$ cat src/rtl/sramc_pkg.sv
package sramc_pkg;

  typedef enum logic [2:0] {
    ST_IDLE,
    ST_WSET,
    ST_WPUL,
    ST_WHLD,
    ST_WREC,
    ST_RACC
  } sramc_st_t;

  function automatic int ns2cyc(input int ns, input int per, input int floor_c);
    int c;
    c = (ns + per - 1) / per;
    return (c < floor_c) ? floor_c : c;
  endfunction

  function automatic int imax(input int a, input int b);
    return (a > b) ? a : b;
  endfunction

endpackage

$ cat src/rtl/sramc_timer.sv
module sramc_timer #(
  parameter int CNTW = 4
) (
  input  logic            clk,
  input  logic            rst,
  input  logic            load_i,
  input  logic [CNTW-1:0] val_i,
  output logic            zero_o
);

  logic [CNTW-1:0] cnt_q;

  always_ff @(posedge clk) begin
    if (rst) begin
      cnt_q <= '0;
    end else if (load_i) begin
      cnt_q <= val_i;
    end else if (cnt_q != '0) begin
      cnt_q <= cnt_q - 1'b1;
    end
  end

  assign zero_o = (cnt_q == '0);

endmodule

$ cat src/rtl/sramc_bus.sv
module sramc_bus #(
  parameter int AW = 11,
  parameter int DW = 8
) (
  input  logic          clk,
  input  logic          rst,
  input  logic          latch_i,
  input  logic [AW-1:0] addr_i,
  input  logic [DW-1:0] wdata_i,
  input  logic          cap_i,
  input  logic [DW-1:0] dq_i,
  output logic [AW-1:0] addr_o,
  output logic [DW-1:0] wdata_o,
  output logic [DW-1:0] rdata_o
);

  always_ff @(posedge clk) begin
    if (rst) begin
      addr_o  <= '0;
      wdata_o <= '0;
      rdata_o <= '0;
    end else begin
      if (latch_i) begin
        addr_o  <= addr_i;
        wdata_o <= wdata_i;
      end
      if (cap_i) begin
        rdata_o <= dq_i;
      end
    end
  end

endmodule

$ cat src/rtl/sramc_top.sv
module sramc_top
  import sramc_pkg::*;
#(
  parameter int AW            = 11,
  parameter int DW            = 8,
  parameter int CLK_PERIOD_NS = 20,
  parameter int T_AS_NS       = 0,
  parameter int T_WP_NS       = 55,
  parameter int T_DW_NS       = 30,
  parameter int T_WR_NS       = 5,
  parameter int T_WC_NS       = 70,
  parameter int T_ACC_NS      = 70,
  parameter int T_OE_NS       = 35,
  parameter int T_RC_NS       = 70
) (
  input  logic          clk,
  input  logic          rst,
  input  logic          req_valid,
  input  logic          req_write,
  input  logic [AW-1:0] req_addr,
  input  logic [DW-1:0] req_wdata,
  output logic          req_ready,
  input  logic          pwr_fail,
  output logic          rsp_done,
  output logic          rsp_valid,
  output logic          rsp_err,
  output logic [DW-1:0] rsp_rdata,
  output logic          sram_ce_n,
  output logic          sram_oe_n,
  output logic          sram_we_n,
  output logic [AW-1:0] sram_addr,
  output logic [DW-1:0] sram_dq_o,
  output logic          sram_dq_oe,
  input  logic [DW-1:0] sram_dq_i
);

  localparam int N_AS  = ns2cyc(T_AS_NS, CLK_PERIOD_NS, 1);
  localparam int N_WP  = imax(ns2cyc(T_WP_NS, CLK_PERIOD_NS, 1),
                              ns2cyc(T_DW_NS, CLK_PERIOD_NS, 1));
  localparam int N_WR  = ns2cyc(T_WR_NS, CLK_PERIOD_NS, 1);
  localparam int N_WC  = ns2cyc(T_WC_NS, CLK_PERIOD_NS, 1);
  localparam int N_REC = imax(N_WR, N_WC - N_AS - N_WP - 1);
  localparam int N_ACC = imax(imax(ns2cyc(T_ACC_NS, CLK_PERIOD_NS, 1),
                                   ns2cyc(T_OE_NS, CLK_PERIOD_NS, 1)),
                              ns2cyc(T_RC_NS, CLK_PERIOD_NS, 1));
  localparam int NMAX  = imax(imax(N_AS, N_WP), imax(N_REC, N_ACC));
  localparam int CNTW  = $clog2(NMAX + 1);

  sramc_st_t       state_q;
  logic            tmr_load;
  logic [CNTW-1:0] tmr_val;
  logic            tmr_zero;
  logic            take;
  logic            start;
  logic            cap;

  assign req_ready = (state_q == ST_IDLE);
  assign take      = req_ready && req_valid;
  assign start     = take && !pwr_fail;
  assign cap       = (state_q == ST_RACC) && tmr_zero;

  always_comb begin
    tmr_load = 1'b0;
    tmr_val  = '0;
    case (state_q)
      ST_IDLE: if (start) begin
        tmr_load = 1'b1;
        tmr_val  = req_write ? CNTW'(N_AS - 1) : CNTW'(N_ACC - 1);
      end
      ST_WSET: if (tmr_zero) begin
        tmr_load = 1'b1;
        tmr_val  = CNTW'(N_WP - 1);
      end
      ST_WHLD: begin
        tmr_load = 1'b1;
        tmr_val  = CNTW'(N_REC - 1);
      end
      default: ;
    endcase
  end

  sramc_timer #(.CNTW(CNTW)) timer_i (
    .clk    (clk),
    .rst    (rst),
    .load_i (tmr_load),
    .val_i  (tmr_val),
    .zero_o (tmr_zero)
  );

  sramc_bus #(.AW(AW), .DW(DW)) bus_i (
    .clk     (clk),
    .rst     (rst),
    .latch_i (start),
    .addr_i  (req_addr),
    .wdata_i (req_wdata),
    .cap_i   (cap),
    .dq_i    (sram_dq_i),
    .addr_o  (sram_addr),
    .wdata_o (sram_dq_o),
    .rdata_o (rsp_rdata)
  );

  always_ff @(posedge clk) begin
    if (rst) begin
      state_q    <= ST_IDLE;
      sram_ce_n  <= 1'b1;
      sram_oe_n  <= 1'b1;
      sram_we_n  <= 1'b1;
      sram_dq_oe <= 1'b0;
      rsp_done   <= 1'b0;
      rsp_valid  <= 1'b0;
      rsp_err    <= 1'b0;
    end else begin
      rsp_done  <= 1'b0;
      rsp_valid <= 1'b0;
      rsp_err   <= 1'b0;
      case (state_q)
        ST_IDLE: begin
          if (take && pwr_fail) begin
            rsp_err <= 1'b1;
          end else if (start) begin
            sram_ce_n <= 1'b0;
            if (req_write) begin
              state_q <= ST_WSET;
            end else begin
              sram_oe_n <= 1'b0;
              state_q   <= ST_RACC;
            end
          end
        end
        ST_WSET: if (tmr_zero) begin
          sram_we_n  <= 1'b0;
          sram_dq_oe <= 1'b1;
          state_q    <= ST_WPUL;
        end
        ST_WPUL: if (tmr_zero) begin
          sram_we_n <= 1'b1;
          state_q   <= ST_WHLD;
        end
        ST_WHLD: begin
          sram_dq_oe <= 1'b0;
          sram_ce_n  <= 1'b1;
          state_q    <= ST_WREC;
        end
        ST_WREC: if (tmr_zero) begin
          rsp_done <= 1'b1;
          state_q  <= ST_IDLE;
        end
        ST_RACC: if (tmr_zero) begin
          rsp_valid <= 1'b1;
          sram_ce_n <= 1'b1;
          sram_oe_n <= 1'b1;
          state_q   <= ST_IDLE;
        end
        default: state_q <= ST_IDLE;
      endcase
    end
  end

  AST_WE_NEEDS_CE: assert property (@(posedge clk) disable iff (rst)
    !sram_we_n |-> !sram_ce_n);
  AST_ADDR_HELD: assert property (@(posedge clk) disable iff (rst)
    (!sram_ce_n && $past(!sram_ce_n)) |-> $stable(sram_addr));
  AST_NO_OE_IN_WRITE: assert property (@(posedge clk) disable iff (rst)
    (!sram_we_n || sram_dq_oe) |-> sram_oe_n);
  AST_DRIVE_NEEDS_CE: assert property (@(posedge clk) disable iff (rst)
    sram_dq_oe |-> !sram_ce_n);
  AST_BUS_FREE_BEFORE_OE: assert property (@(posedge clk) disable iff (rst)
    $fell(sram_oe_n) |-> !$past(sram_dq_oe));
  AST_ERR_NO_STROBE: assert property (@(posedge clk) disable iff (rst)
    rsp_err |-> sram_ce_n);
  AST_VALID_ONE_CYCLE: assert property (@(posedge clk) disable iff (rst)
    rsp_valid |=> !rsp_valid);
  AST_DONE_ONE_CYCLE: assert property (@(posedge clk) disable iff (rst)
    rsp_done |=> !rsp_done);
  AST_READY_IDLE: assert property (@(posedge clk) disable iff (rst)
    req_ready |-> (sram_ce_n && sram_we_n));

endmodule

$ cat config.mk
export PLATFORM = sky130hd
export DESIGN_NAME = sramc_top
export DESIGN_NICKNAME = d
export VERILOG_FILES = /design/src/rtl/sramc_pkg.sv /design/src/rtl/sramc_timer.sv /design/src/rtl/sramc_bus.sv /design/src/rtl/sramc_top.sv
export SDC_FILE = /design/constraint.sdc
export NUM_CORES = 1
export LEC_CHECK = 0
export ABC_CLOCK_PERIOD_IN_PS = 1850
export BUFFER_PORTS_ARGS = -buffer_cell sky130_fd_sc_hd__buf_2
export CAP_MARGIN = 20
export CORE_MARGIN = 5
export CORE_UTILIZATION = 43
export CTS_CLUSTER_SIZE = 25
export DETAILED_ROUTE_END_ITERATION = 10
export PLACE_DENSITY = 0.81
export SETUP_SLACK_MARGIN = 0.2
export SYNTH_ARGS = -nofsm -noshare
export SYNTH_HDL_FRONTEND = slang
export SYNTH_HIERARCHICAL = 1
export SYNTH_SLANG_ARGS = --single-unit
$ cat constraint.sdc
create_clock -name clk -period 1.85 [get_ports clk]
set_input_delay 0.0925 -clock clk [delete_from_list [all_inputs] [get_ports clk]]
set_output_delay 0.0925 -clock clk [all_outputs]
set_load 0.02 [all_outputs]
==> impl_metrics.csv <==
group,metric,value,unit
outcome,status,"finished, final reports clean",
detailed_routing,drc,0,
sta,setup_viol_count_final,0,
synth,synth_common_cells,"dfxtp_1 (40), mux2i_1 (29), nor2_1 (28), inv_1 (8), nor2b_1 (7)",
detailed_routing,ant_nets,0,
power,seq_power_share,34.5,%
sta,finalCriticalPeriod,1.764,ns
power,pwr-share-clk,18.3,%
clock_network,htree_levels,2,
power,netSwitchingPower,0.001136,W
detailed_routing,via_count,1404,
synth,synth.avg_cell_area,10.12,um^2
power,p_int,0.002052,W
placement,port_buffers,66,
worst_setup_path,end_kind,"flip-flop",
cells_and_area,fin_cells,291,
power,combPwrFrac,47.2,%
min_path,whs_endpoint,"bus_i/wdata_o[2]",
job,max_cap_viol_count,0,
die,io_pins,67,
worst_setup_path,critPathKind,"reg -> reg",
worst_setup_path,cp.required,2.01,ns
clock_network,path_clk_slew,0.07,ns
worst_setup_path,worst_r2r_path_depth,6,
clock_network,cts_root_buf,"clkbuf_8",
worst_setup_path,r2r_end,"bus_i/wdata_o[7]",
placement,gp_congestion,0.7526,
sta,whs,0.04181,ns
worst_setup_path,reg2reg_from,"state_q[1]",
worst_setup_path,r2r_setup_slack,0.09,ns
sta,finClkSkew,0.005094,ns
detailed_routing,wire_per_inst,13.17,um
synth,synth_fp_nets,200,
synth,synth_edf_count,0,
global_route,grt-ovfl-total,0,
synth,synth_seq_area_share,47.69,%
placement,dp_slack,-0.03188,ns
synth,synth_ff_type,"dfxtp_1",
power,ir_drop,715.6,uV
global_route,grt_pass1_wl,6147,um
sta,rsz0062_at_grt,"true",
min_path,min_from,"req_wdata[2]",
die,rows,22,
worst_setup_path,crit_arrival,1.92,ns
die,die-area,0.005255,mm^2
global_route,track_usage,14.78,%
clock_network,clock_latency,0.28,ns
synth,ys_ff_latch,40,
power,power.total,0.003188,W
cells_and_area,drive_above_1_share,45.27,%
sta,final_hold_viol_count,0,
cells_and_area,fin_util,62.59,%
cells_and_area,n_antenna_cell,0,
synth,synth_most_common_cell,"dfxtp_1",
min_path,whs_path_depth,3,
synth,synth.distinct_cells,39,
detailed_routing,vias_per_cell,4.825,
clock_network,cts_tree,"done",
clock_network,hold_buffers,0,
min_path,holdCritPathClass,"in -> reg",
synth,synth_top_cell_area_share,47.69,%
die,fp.dieH,72.49,um
synth,synthCells,166,
global_route,grt_max_degree,32,
detailed_routing,first_pass_iters,4,
power,p_leak,1.050,nW
sta,maxSlewViolCount,0,
sta,fmax,567.0,MHz
detailed_routing,routed_wl,3833,um
synth,synthArstFlopShare,0,%
synth,yosys-top-cells-area,"dfxtp_1 (48%), mux2i_1 (17%), nor2_1 (6.3%), nor2b_1 (2.6%), inv_1 (1.8%)",
power,p_per_area,1371,mW/mm^2
clock_network,cts_sinks,40,
die,start_util,45.19,%
synth,synth_area,0.001679,mm^2
worst_setup_path,worstSetupStartpointType,"flip-flop",
sta,setup_ws,0.08642,ns
synth,yosysTopAreaCell,"dfxtp_1",
detailed_routing,drt_iter0_drc,42,
die,die_x,72.49,um
synth,yosysWarnings,6,
cells_and_area,nets,276,
global_route,antenna_found_initial,0,
sta,post-route-period-util,95.33,%
global_route,grt_pass1_vias,1336,
clock_network,cts_max_path_buffers,2,
placement,placed_cells,277,
placement,dp_hpwl,2664,um
die,core_area,0.003716,mm^2
clock_network,cts_made_buffers,5,
power,swShare,35.64,%
worst_setup_path,critPathMaxFanout,5,
cells_and_area,area_growth,38.52,%
[layout by cell type (no fill, tap or decap), drive strengths merged, types with 2 or more instances in the layout]
cell type,Yosys,layout
buf,6,78
dfxtp,40,40
mux2i,29,29
nor2,28,28
inv,8,8
clkbuf,4,8
nor2b,7,7
nor3,4,4
nand2b,4,4
nand2,4,4
nor4b,3,3
o21ai,3,3
a211o,2,2
a2111oi,2,2
or4b,2,2
or3,2,2
mux2,2,2
ha,2,2
[cells by family after synthesis]
logic type	Yosys count	share of synthesized area, %
AO/OA/AOI/OAI	14	7.004
adder cells (fa/ha/maj)	2	1.490
buffers and inverters	18	5.886
flip-flops	40	47.69
multiplexers	31	18.63
other	1	0.2233
AND/OR/NAND/NOR	60	19.08
[metrics by stage]
step | TNS, ns | instance area, um^2
2_1_floorplan | 0 | 1680
4_1_cts | 0 | 2240
5_1_grt | -0.009472 | 2326
3_3_place_gp | 0 | 2067
3_5_place_dp | -0.04137 | 2067
6_report | 0 | 2326
[sequential cells by signal, summed over array words and instances (netlist names)]
register       count
sram_we_n          1
rsp_done           1
sram_ce_n          1
sram_oe_n          1
state_q            3
sram_dq_oe         1
bus_i/wdata_o      8
bus_i/addr_o      11
rsp_valid          1
timer_i/cnt_q      3
rsp_err            1
bus_i/rdata_o      8
[power groups by stage]
| stage | Clock [W] | Combinational (W) | Sequential [W] |
|---|---|---|---|
| floorplan | 0 | 0.000775 | 0.00122 |
| global placement | 0 | 0.00118 | 0.00110 |
| detailed placement | 0 | 0.00120 | 0.00111 |
| CTS | 0.000600 | 0.00135 | 0.00109 |
| global route | 0.000643 | 0.00166 | 0.00112 |
| finish | 0.000583 | 0.00150 | 0.00110 |
[layout make-up]
class	instances	area [um^2]
Fill cell	326	1390
Multi-Input combinational cell	108	844.6
Sequential cell	40	803.3
Timing Repair Buffer	79	489.2
Clock buffer	7	86.33
Tap cell	48	60.06
Inverter	8	35.03
Clock inverter	1	7.507
[worst max-delay path, stage by stage, from the launching register on]
cell	delay, ns
dfxtp_2	0.32
or4b_4	0.54
or2_4	0.28
inv_6	0.10
clkbuf_16	0.15
mux2i_1	0.17
nor2_1	0.06
[worst max-delay path by stage]
stage | startpoint | end | slack [ns]
floorplan | state_q[0] | bus_i/addr_o[0] | 0.08
global placement | state_q[1] | timer_i/cnt_q[0] | 0.05
detailed placement | state_q[1] | timer_i/cnt_q[0] | -0.03
CTS | state_q[1] | bus_i/wdata_o[7] | 0.05
global route | state_q[1] | timer_i/cnt_q[1] | -0.005
finish | state_q[1] | bus_i/wdata_o[7] | 0.09
[routing by layer]
layer,up-vias,global-route usage [%],share of wire (%)
met5,-,0,0
li1,717,-,-
met2,50,24.77,50
met4,0,3.689,0.29
met1,635,18.50,43
met3,2,4.571,7.2
[timing repair]
action / in CTS / in global routing
gates cloned: 1 / 2
endpoints found under the hold margin: 0 / 0
pin swaps: 3 / 7
setup buffers: 2 / 1
setup endpoints to repair: 31 / 34
gates resized for setup: 14 / 13
Power figures use the tool's default switching activity.
